**config.mk**
```make
export PLATFORM = sky130hd
export DESIGN_NAME = audioSerialRx
export DESIGN_NICKNAME = d
export VERILOG_FILES = /design/src/rtl/audioRxPkg.sv /design/src/rtl/rxControl.sv /design/src/rtl/rxDatapath.sv /design/src/rtl/audioSerialRx.sv
export SDC_FILE = /design/constraint.sdc
export NUM_CORES = 1
export LEC_CHECK = 0
export BUFFER_PORTS_ARGS = -buffer_cell sky130_fd_sc_hd__buf_2
export CAP_MARGIN = 20
export CORE_MARGIN = 3
export CORE_UTILIZATION = 40
export CTS_CLUSTER_DIAMETER = 120
export DETAILED_ROUTE_END_ITERATION = 6
export PLACE_DENSITY_LB_ADDON = 0.08
export REMOVE_ABC_BUFFERS = 1
export SLEW_MARGIN = 20
export SYNTH_ARGS = -nofsm -noshare
export SYNTH_HDL_FRONTEND = slang
export SYNTH_HIERARCHICAL = 1
export SYNTH_SLANG_ARGS = --single-unit
export TNS_END_PERCENT = 100
```
**constraint.sdc**
```tcl
create_clock -name clk -period 3.1 [get_ports clk]
set_input_delay 0.62 -clock clk [delete_from_list [all_inputs] [get_ports clk]]
set_output_delay 0.62 -clock clk [all_outputs]
set_load 0.02 [all_outputs]
```
**src/rtl/audioRxPkg.sv**
```systemverilog
package audioRxPkg;

  localparam int WORD_W    = 24;
  localparam int SLOT_BITS = 32;
  localparam int CNT_W     = $clog2(SLOT_BITS * 2);
  localparam int RATE_W    = 3;

  typedef enum logic [1:0] {
    FMT_MSB_RJ = 2'b00,
    FMT_MSB_LJ = 2'b01,
    FMT_LSB_RJ = 2'b10,
    FMT_I2S    = 2'b11
  } fmt_e;

  typedef enum logic [1:0] {
    LEN_16 = 2'b00,
    LEN_20 = 2'b01,
    LEN_24 = 2'b10
  } len_e;

  // strobes from control to datapath
  typedef struct packed {
    logic shiftEn;   // shift the sampled bit in
    logic lsbFirst;  // shift direction
    logic takePre;   // emit the register content before this shift
    logic emit;      // a word completes in this cycle
    logic emitLeft;  // channel of the completing word
    len_e len;       // significant length of the completing word
  } dpStrobe_t;

endpackage

```
**src/rtl/rxControl.sv**
```systemverilog
module rxControl
  import audioRxPkg::*;
(
  input  logic       clk,
  input  logic       rstN,
  input  logic       bitClkEn,
  input  logic       wordClk,
  input  logic [1:0] fmtSel,
  input  logic [1:0] lenSel,
  output dpStrobe_t  strobe
);

  localparam logic [CNT_W-1:0] CNT_MAX   = {CNT_W{1'b1}};
  localparam logic [CNT_W-1:0] POS_LJEND = CNT_W'(WORD_W - 1);
  localparam logic [CNT_W-1:0] POS_I2END = CNT_W'(WORD_W);
  localparam logic [CNT_W-1:0] MIN_FULL  = CNT_W'(WORD_W - 1);

  logic             havePrev;
  logic             prevWclk;
  logic             synced;
  logic [CNT_W-1:0] bitCnt;

  logic             toggle;
  logic [CNT_W-1:0] posNow;
  logic             fullSlot;
  fmt_e             fmt;
  logic             rjEmit;
  logic             ljEmit;
  logic             i2sEmit;

  assign fmt      = fmt_e'(fmtSel);
  assign toggle   = bitClkEn && havePrev && (wordClk != prevWclk);
  assign fullSlot = synced && (bitCnt >= MIN_FULL);

  always_comb begin
    if (toggle)
      posNow = '0;
    else if (bitCnt == CNT_MAX)
      posNow = CNT_MAX;
    else
      posNow = bitCnt + 1'b1;
  end

  assign rjEmit  = toggle && fullSlot;
  assign ljEmit  = bitClkEn && synced && !toggle && (posNow == POS_LJEND);
  assign i2sEmit = bitClkEn && synced && !toggle && (posNow == POS_I2END);

  always_comb begin
    strobe          = '0;
    strobe.shiftEn  = bitClkEn;
    strobe.lsbFirst = (fmt == FMT_LSB_RJ);
    strobe.len      = LEN_24;
    unique case (fmt)
      FMT_MSB_RJ: begin
        strobe.emit     = rjEmit;
        strobe.takePre  = 1'b1;
        strobe.emitLeft = prevWclk;
        strobe.len      = (lenSel == 2'b11) ? LEN_24 : len_e'(lenSel);
      end
      FMT_LSB_RJ: begin
        strobe.emit     = rjEmit;
        strobe.takePre  = 1'b1;
        strobe.emitLeft = prevWclk;
      end
      FMT_MSB_LJ: begin
        strobe.emit     = ljEmit;
        strobe.emitLeft = wordClk;
      end
      default: begin
        strobe.emit     = i2sEmit;
        strobe.emitLeft = !wordClk;
      end
    endcase
  end

  always_ff @(posedge clk) begin
    if (!rstN) begin
      havePrev <= 1'b0;
      prevWclk <= 1'b0;
      synced   <= 1'b0;
      bitCnt   <= '0;
    end else if (bitClkEn) begin
      havePrev <= 1'b1;
      prevWclk <= wordClk;
      bitCnt   <= posNow;
      if (toggle)
        synced <= 1'b1;
    end
  end

endmodule

```
**src/rtl/rxDatapath.sv**
```systemverilog
module rxDatapath
  import audioRxPkg::*;
(
  input  logic              clk,
  input  logic              rstN,
  input  logic              sData,
  input  logic [1:0]        rateSel,
  input  dpStrobe_t         strobe,
  output logic [WORD_W-1:0] outWord,
  output logic              outValid,
  output logic              outIsLeft,
  output logic [RATE_W-1:0] outRate
);

  logic [WORD_W-1:0] shiftReg;
  logic [WORD_W-1:0] shiftNext;
  logic [WORD_W-1:0] srcWord;
  logic [WORD_W-1:0] aligned;
  logic [RATE_W-1:0] rateTag;

  assign shiftNext = strobe.lsbFirst ? {sData, shiftReg[WORD_W-1:1]}
                                     : {shiftReg[WORD_W-2:0], sData};
  assign srcWord   = strobe.takePre ? shiftReg : shiftNext;

  always_comb begin
    unique case (strobe.len)
      LEN_16:  aligned = srcWord << (WORD_W - 16);
      LEN_20:  aligned = srcWord << (WORD_W - 20);
      default: aligned = srcWord;
    endcase
  end

  always_comb begin
    unique case (rateSel)
      2'b01:   rateTag = RATE_W'(2);
      2'b10:   rateTag = RATE_W'(4);
      default: rateTag = RATE_W'(1);
    endcase
  end

  always_ff @(posedge clk) begin
    if (!rstN)
      shiftReg <= '0;
    else if (strobe.shiftEn)
      shiftReg <= shiftNext;
  end

  always_ff @(posedge clk) begin
    if (!rstN) begin
      outWord   <= '0;
      outValid  <= 1'b0;
      outIsLeft <= 1'b0;
      outRate   <= RATE_W'(1);
    end else begin
      outValid <= strobe.emit;
      if (strobe.emit) begin
        outWord   <= aligned;
        outIsLeft <= strobe.emitLeft;
        outRate   <= rateTag;
      end
    end
  end

endmodule

```
**src/rtl/audioSerialRx.sv**
```systemverilog
module audioSerialRx
  import audioRxPkg::*;
(
  input  logic              clk,
  input  logic              rstN,
  input  logic              bitClkEn,
  input  logic              sData,
  input  logic              wordClk,
  input  logic [1:0]        fmtSel,
  input  logic [1:0]        lenSel,
  input  logic [1:0]        rateSel,
  output logic [WORD_W-1:0] outWord,
  output logic              outValid,
  output logic              outIsLeft,
  output logic [RATE_W-1:0] outRate
);

  dpStrobe_t strobe;

  rxControl i_rxControl (
    .clk      (clk),
    .rstN     (rstN),
    .bitClkEn (bitClkEn),
    .wordClk  (wordClk),
    .fmtSel   (fmtSel),
    .lenSel   (lenSel),
    .strobe   (strobe)
  );

  rxDatapath i_rxDatapath (
    .clk       (clk),
    .rstN      (rstN),
    .sData     (sData),
    .rateSel   (rateSel),
    .strobe    (strobe),
    .outWord   (outWord),
    .outValid  (outValid),
    .outIsLeft (outIsLeft),
    .outRate   (outRate)
  );

endmodule

```
# Yosys cells after proc, flatten, opt, wreduce, memory -nomap -nowiden
# Index checks and enable logic that the tools add are counted.
# totals
wordCells	45
regBits	62
inputBits	11
output_inout_bits	29
# op_classes
reduce_logical	14
muxes	10
magnitude_cmp	1
n_addsub	1
n_eq_ne	10
# ops
cell	count
24-bit 2-to-1 mux	2
24-bit one-hot mux with 2 select lines	1
6-bit by 5-bit == test with 1-bit output (second input constant)	2
6-bit 2-to-1 mux	2
1-bit logical AND	8
6-bit by 1-bit adder with 6-bit output (second input constant)	1
2-bit by 1-bit == test with 1-bit output (second input constant)	3
2-bit == test (second input constant)	3
6-bit == test (second input constant)	1
6-bit by 5-bit >= comparator with 1-bit output (second input constant)	1
3-bit one-hot mux with 2 select lines	1
2-bit logical NOT	2
2-bit 2-to-1 mux	2
2-bit one-hot mux with 2 select lines	1
1-bit logical NOT	2
2-bit AND reduction	1
2-bit OR reduction	1
1-bit 2-to-1 mux	1
1-bit inequality test	1

# Depth between registers and ports, before layout
# depth
word_depth	6
ltp_mapped	10
mapped_depth_nobuf	8

# Cells and area by module
# The synthesis kept the hierarchy.
# by_module_without_submodules
mod	area_per_inst_um2	n_inst	seq_area_each_um2	cells_per_inst
rxDatapath	2981.6	1	1061.0	308
rxControl	643.1	1	180.2	78

# Worst setup path after synthesis
# No wires, ideal clock.
# synth_path
path_type	input -> register
start	in wordClk
end	reg i_rxDatapath.outWord[13]
cell_stages	9
setup_time_ps	132
required_ps	2968
path_slack_ps	703
t_arrival_ps	2265
n_path_buf	2
cell_sequence	xor2_1 > nand3_2 > or4_1 > o21ai_1 > nand2b_1 > clkbuf_1 > buf_6 > a221oi_1 > a211oi_1
# synth_lines
element	line	text
start, declared	audioSerialRx.sv:8	input logic wordClk,
end signal, assigned	rxDatapath.sv:57	outWord <= aligned;
end, declared	rxDatapath.sv:9	output logic [WORD_W-1:0] outWord,

==> reports/qor.yml <==
run_status:
  status: "finished clean"
routing:
  routedWlPerCell_um: 18.1
  vias: 3022
  wl_met1_um: 4850
  routed-wl-met3_um: 376
  top_layer_used: "met4"
  wirelength_um: 9560
  viasPerCell: 5.71
  drc: 0
  first_pass_iters: 4
  antenna_left: 0
  wl_met2_um: 4230
  first_iter_violations: 204
grt:
  overflow: 0
  grt_max_degree: 44
  first_global_vias: 2905
  antenna_found_initial: 0
  grt_pass1_wl_um: 15700
  grtUsageTotal: 0.193
floorplan:
  dieArea_sq_um: 10200
  dieHeight_um: 101
  die_w_um: 101
  ioPinCount: 40
  start_util: 0.414
  core_sq_um: 8760
  row_count: 34
synthesis:
  ys_ff_latch: 62
  synthesis.area_sq_um: 3620
  synth_ff_type: "dfxtp_1"
  seq_area_frac_synth: 0.342
  netlist-cell-type-count: 52
  synthArstFlopShare: 0
  synth_top_area_share: 0.342
  yosysWarnings: 6
  synth_area_leader_cell: "dfxtp_1"
  syn_area_per_cell_sq_um: 9.39
  synth_area_leaders: "dfxtp_1 (34%), mux2i_1 (8.8%), nor2b_1 (6.2%), nand2b_1 (5.0%), mux2_2 (4.7%)"
  synth-edff-count: 0
  synth_cells: 386
finish:
  seq_area_sq_um: 1240
  final_nets: 431
  n_fill_cell: 849
  layout-drive-gt1-share: 0.230
  multi_input_area_sq_um: 2180
  area_growth_pct: 13.6
  design_area_sq_um: 4120
  n_antenna_cell: 0
pwr:
  seqPwrFrac: 0.433
  comb_power_share: 0.078
  p_switching_uw: 411
  power.density_nw_per_um2: 453
  p_clk_frac: 0.489
  vdd_drop_max_mv: 0.227
  swShare: 0.220
  internal_power_uw: 1460
  p_leak_uw: 0.00161
clocking:
  cts_setup_buffers: 0
  cts_buffers: 9
  clk_pin_slew_ns: 0.07
  clk_path_buf_depth: 2
  clk_latency_ns: 0.34
  ctsHtreeMaxLevel: 3
  cts_root_buffer: "clkbuf_8"
  cts_tree: "done"
  holdBufCountCts: 0
  cts_sinks: 62
  cts.repair.resized: 0
worst_setup_path:
  ff2ff_path_depth: 8
  setup.worst_path.class: "reg -> reg"
  critPathMaxFanout: 16
  cp.arrival_ns: 2.94
  r2r_slack_ns: 0.36
  r2r-start: "i_rxControl/bitCnt[0]$_SDFFE_PN0P_"
  r2r-end: "i_rxDatapath/outWord[22]$_SDFFE_PN0P_"
  start_kind: "flip-flop"
  worstSetupEndpointType: "flip-flop"
  worstPathRequired_ns: 3.31
timing:
  rsz0062_at_grt: "false"
  final.setup.tns_ns: 0
  final_max_slew_viol_count: 0
  fmax_mhz: 365
  fin_crit_ns: 2.74
  finClkSkew_ns: 0.0105
  fin_crit_sh: 0.883
  slew-limit-headroom: 0.533
  worst_slew_pin_slew_ns: 0.698
  finalHoldViolations: 0
  setup_viol: 0
  setup_slack_ns: 0.362
place:
  portBuffers: 39
  dp_slack_ns: 0.256
  dpl_cell_area_sq_um: 3860
  dp.final_hpwl_um: 6550
  routabilityCongestion: 0.845
worst_hold_path:
  whs_path_depth: 2
  hold_path.class: "reg -> reg"
  hold_end: "i_rxDatapath/outWord[2]$_SDFFE_PN0P_"
  worstHoldStart: "i_rxDatapath/outWord[2]$_SDFFE_PN0P_"
job:
  cap_violations: 0
-- through the flow --
step	power [uW]	hold WS (ns)	cells	util
CTS	1890	0.461	529	0.470
global placement	970	0.442	514	0.441
finish	1870	0.453	529	0.470
global route	1930	0.469	529	0.470
floorplan	910	0.443	355	-
detailed placement	970	0.441	514	0.441
-- power by group through the flow --
stage / clock, uW / sequential [uW] / combinational, uW
5_1_grt: 968 / 809 / 158
3_5_place_dp: 0 / 827 / 144
6_report: 914 / 809 / 145
4_1_cts: 938 / 808 / 144
2_1_floorplan: 0 / 825 / 84.8
3_3_place_gp: 0 / 827 / 143
-- worst max-delay path: stages, from the launching register on --
cell      delay [ns]
dfxtp_1         0.43
ha_1            0.28
a21o_1          0.14
a21oi_1         0.06
or4_1           0.53
o21ai_4         0.15
nand2b_1        0.43
a221oi_1        0.46
a211oi_1        0.12
-- cells by family (layout without fill, tap and decap cells) --
logic type,count (synthesis),count (layout),share of synthesized area
xor gates and xnor gates,5,5,0.0121
and+or+nand+nor,106,106,0.172
AOI/OAI and AO/OA,116,116,0.230
DFF,62,62,0.342
buffers and inverters,38,73,0.0611
adders and majority gates,3,3,0.0104
muxes,56,56,0.172
-- Yosys cell counts (all sizes together), types with 2 or more instances --
master   instances
mux2i           32
o21a             2
and2             2
nor2b           36
buf             17
o21ai           28
a21oi            4
o22ai           16
a21o             2
mux2            24
or2b             3
a31oi            2
nor2             4
nand2           18
nand4            2
o2111ai          2
inv              6
o221ai           4
a211oi          16
nand2b          29
a221oi          16
clkbuf          14
dfxtp           62
nand3            4
o211ai          17
xnor2            4
ha               3
a21boi           4
-- cell type report --
class                           instances  share of cell area
Multi-Input combinational cell        286               0.528
Sequential cell                        62               0.301
Timing Repair Buffer                   51              0.0693
Clock buffer                           12              0.0401
Tap cell                              108              0.0328
Clock inverter                          3              0.0219
Inverter                                7             0.00638
-- sequential cells by signal, summed over array words and instances, names as in the netlist --
register,cells
i_rxDatapath/outWord,24
i_rxDatapath/shiftReg,24
i_rxControl/bitCnt,6
i_rxDatapath/outRate,3
i_rxControl/havePrev,1
i_rxControl/prevWclk,1
i_rxControl/synced,1
i_rxDatapath/outIsLeft,1
i_rxDatapath/outValid,1
-- layout by cell type (no fill, tap or decap), types with 16 or more instances in the layout --
| master | n |
|---|---|
| buf_2 | 39 |
| dfxtp_1 | 62 |
| nand2_1 | 18 |
| mux2i_1 | 32 |
| o22ai_1 | 16 |
| o211ai_1 | 17 |
| o21ai_0 | 27 |
| nor2b_1 | 35 |
| a211oi_1 | 16 |
| nand2b_1 | 29 |
-- worst max-delay path by stage --
| stage | start | endpoint | slack [ns] | depth (start not counted) |
|---|---|---|---|---|
| final | i_rxControl/bitCnt[0]$_SDFFE_PN0P_ | i_rxDatapath/outWord[22]$_SDFFE_PN0P_ | 0.36 | 8 |
| after global routing | i_rxControl/bitCnt[0]$_SDFFE_PN0P_ | i_rxDatapath/outWord[22]$_SDFFE_PN0P_ | 0.08 | 8 |
| after CTS | i_rxControl/bitCnt[0]$_SDFFE_PN0P_ | i_rxDatapath/outWord[22]$_SDFFE_PN0P_ | 0.39 | 8 |
| after detailed placement | wordClk | i_rxDatapath/outWord[22]$_SDFFE_PN0P_ | 0.26 | 8 |
| after global placement | wordClk | i_rxDatapath/outWord[10]$_SDFFE_PN0P_ | 0.33 | 8 |
| after floorplan | fmtSel[0] | i_rxDatapath/outWord[10]$_SDFFE_PN0P_ | -1.03 | 7 |
-- per-layer routing --
layer,global-route usage,up-vias
met5,0,-
met4,0.0583,0
met3,0.0441,9
met2,0.284,59
met1,0.282,1462
li1,-,1492
Note: power is estimated with default switching activity, not from simulation.
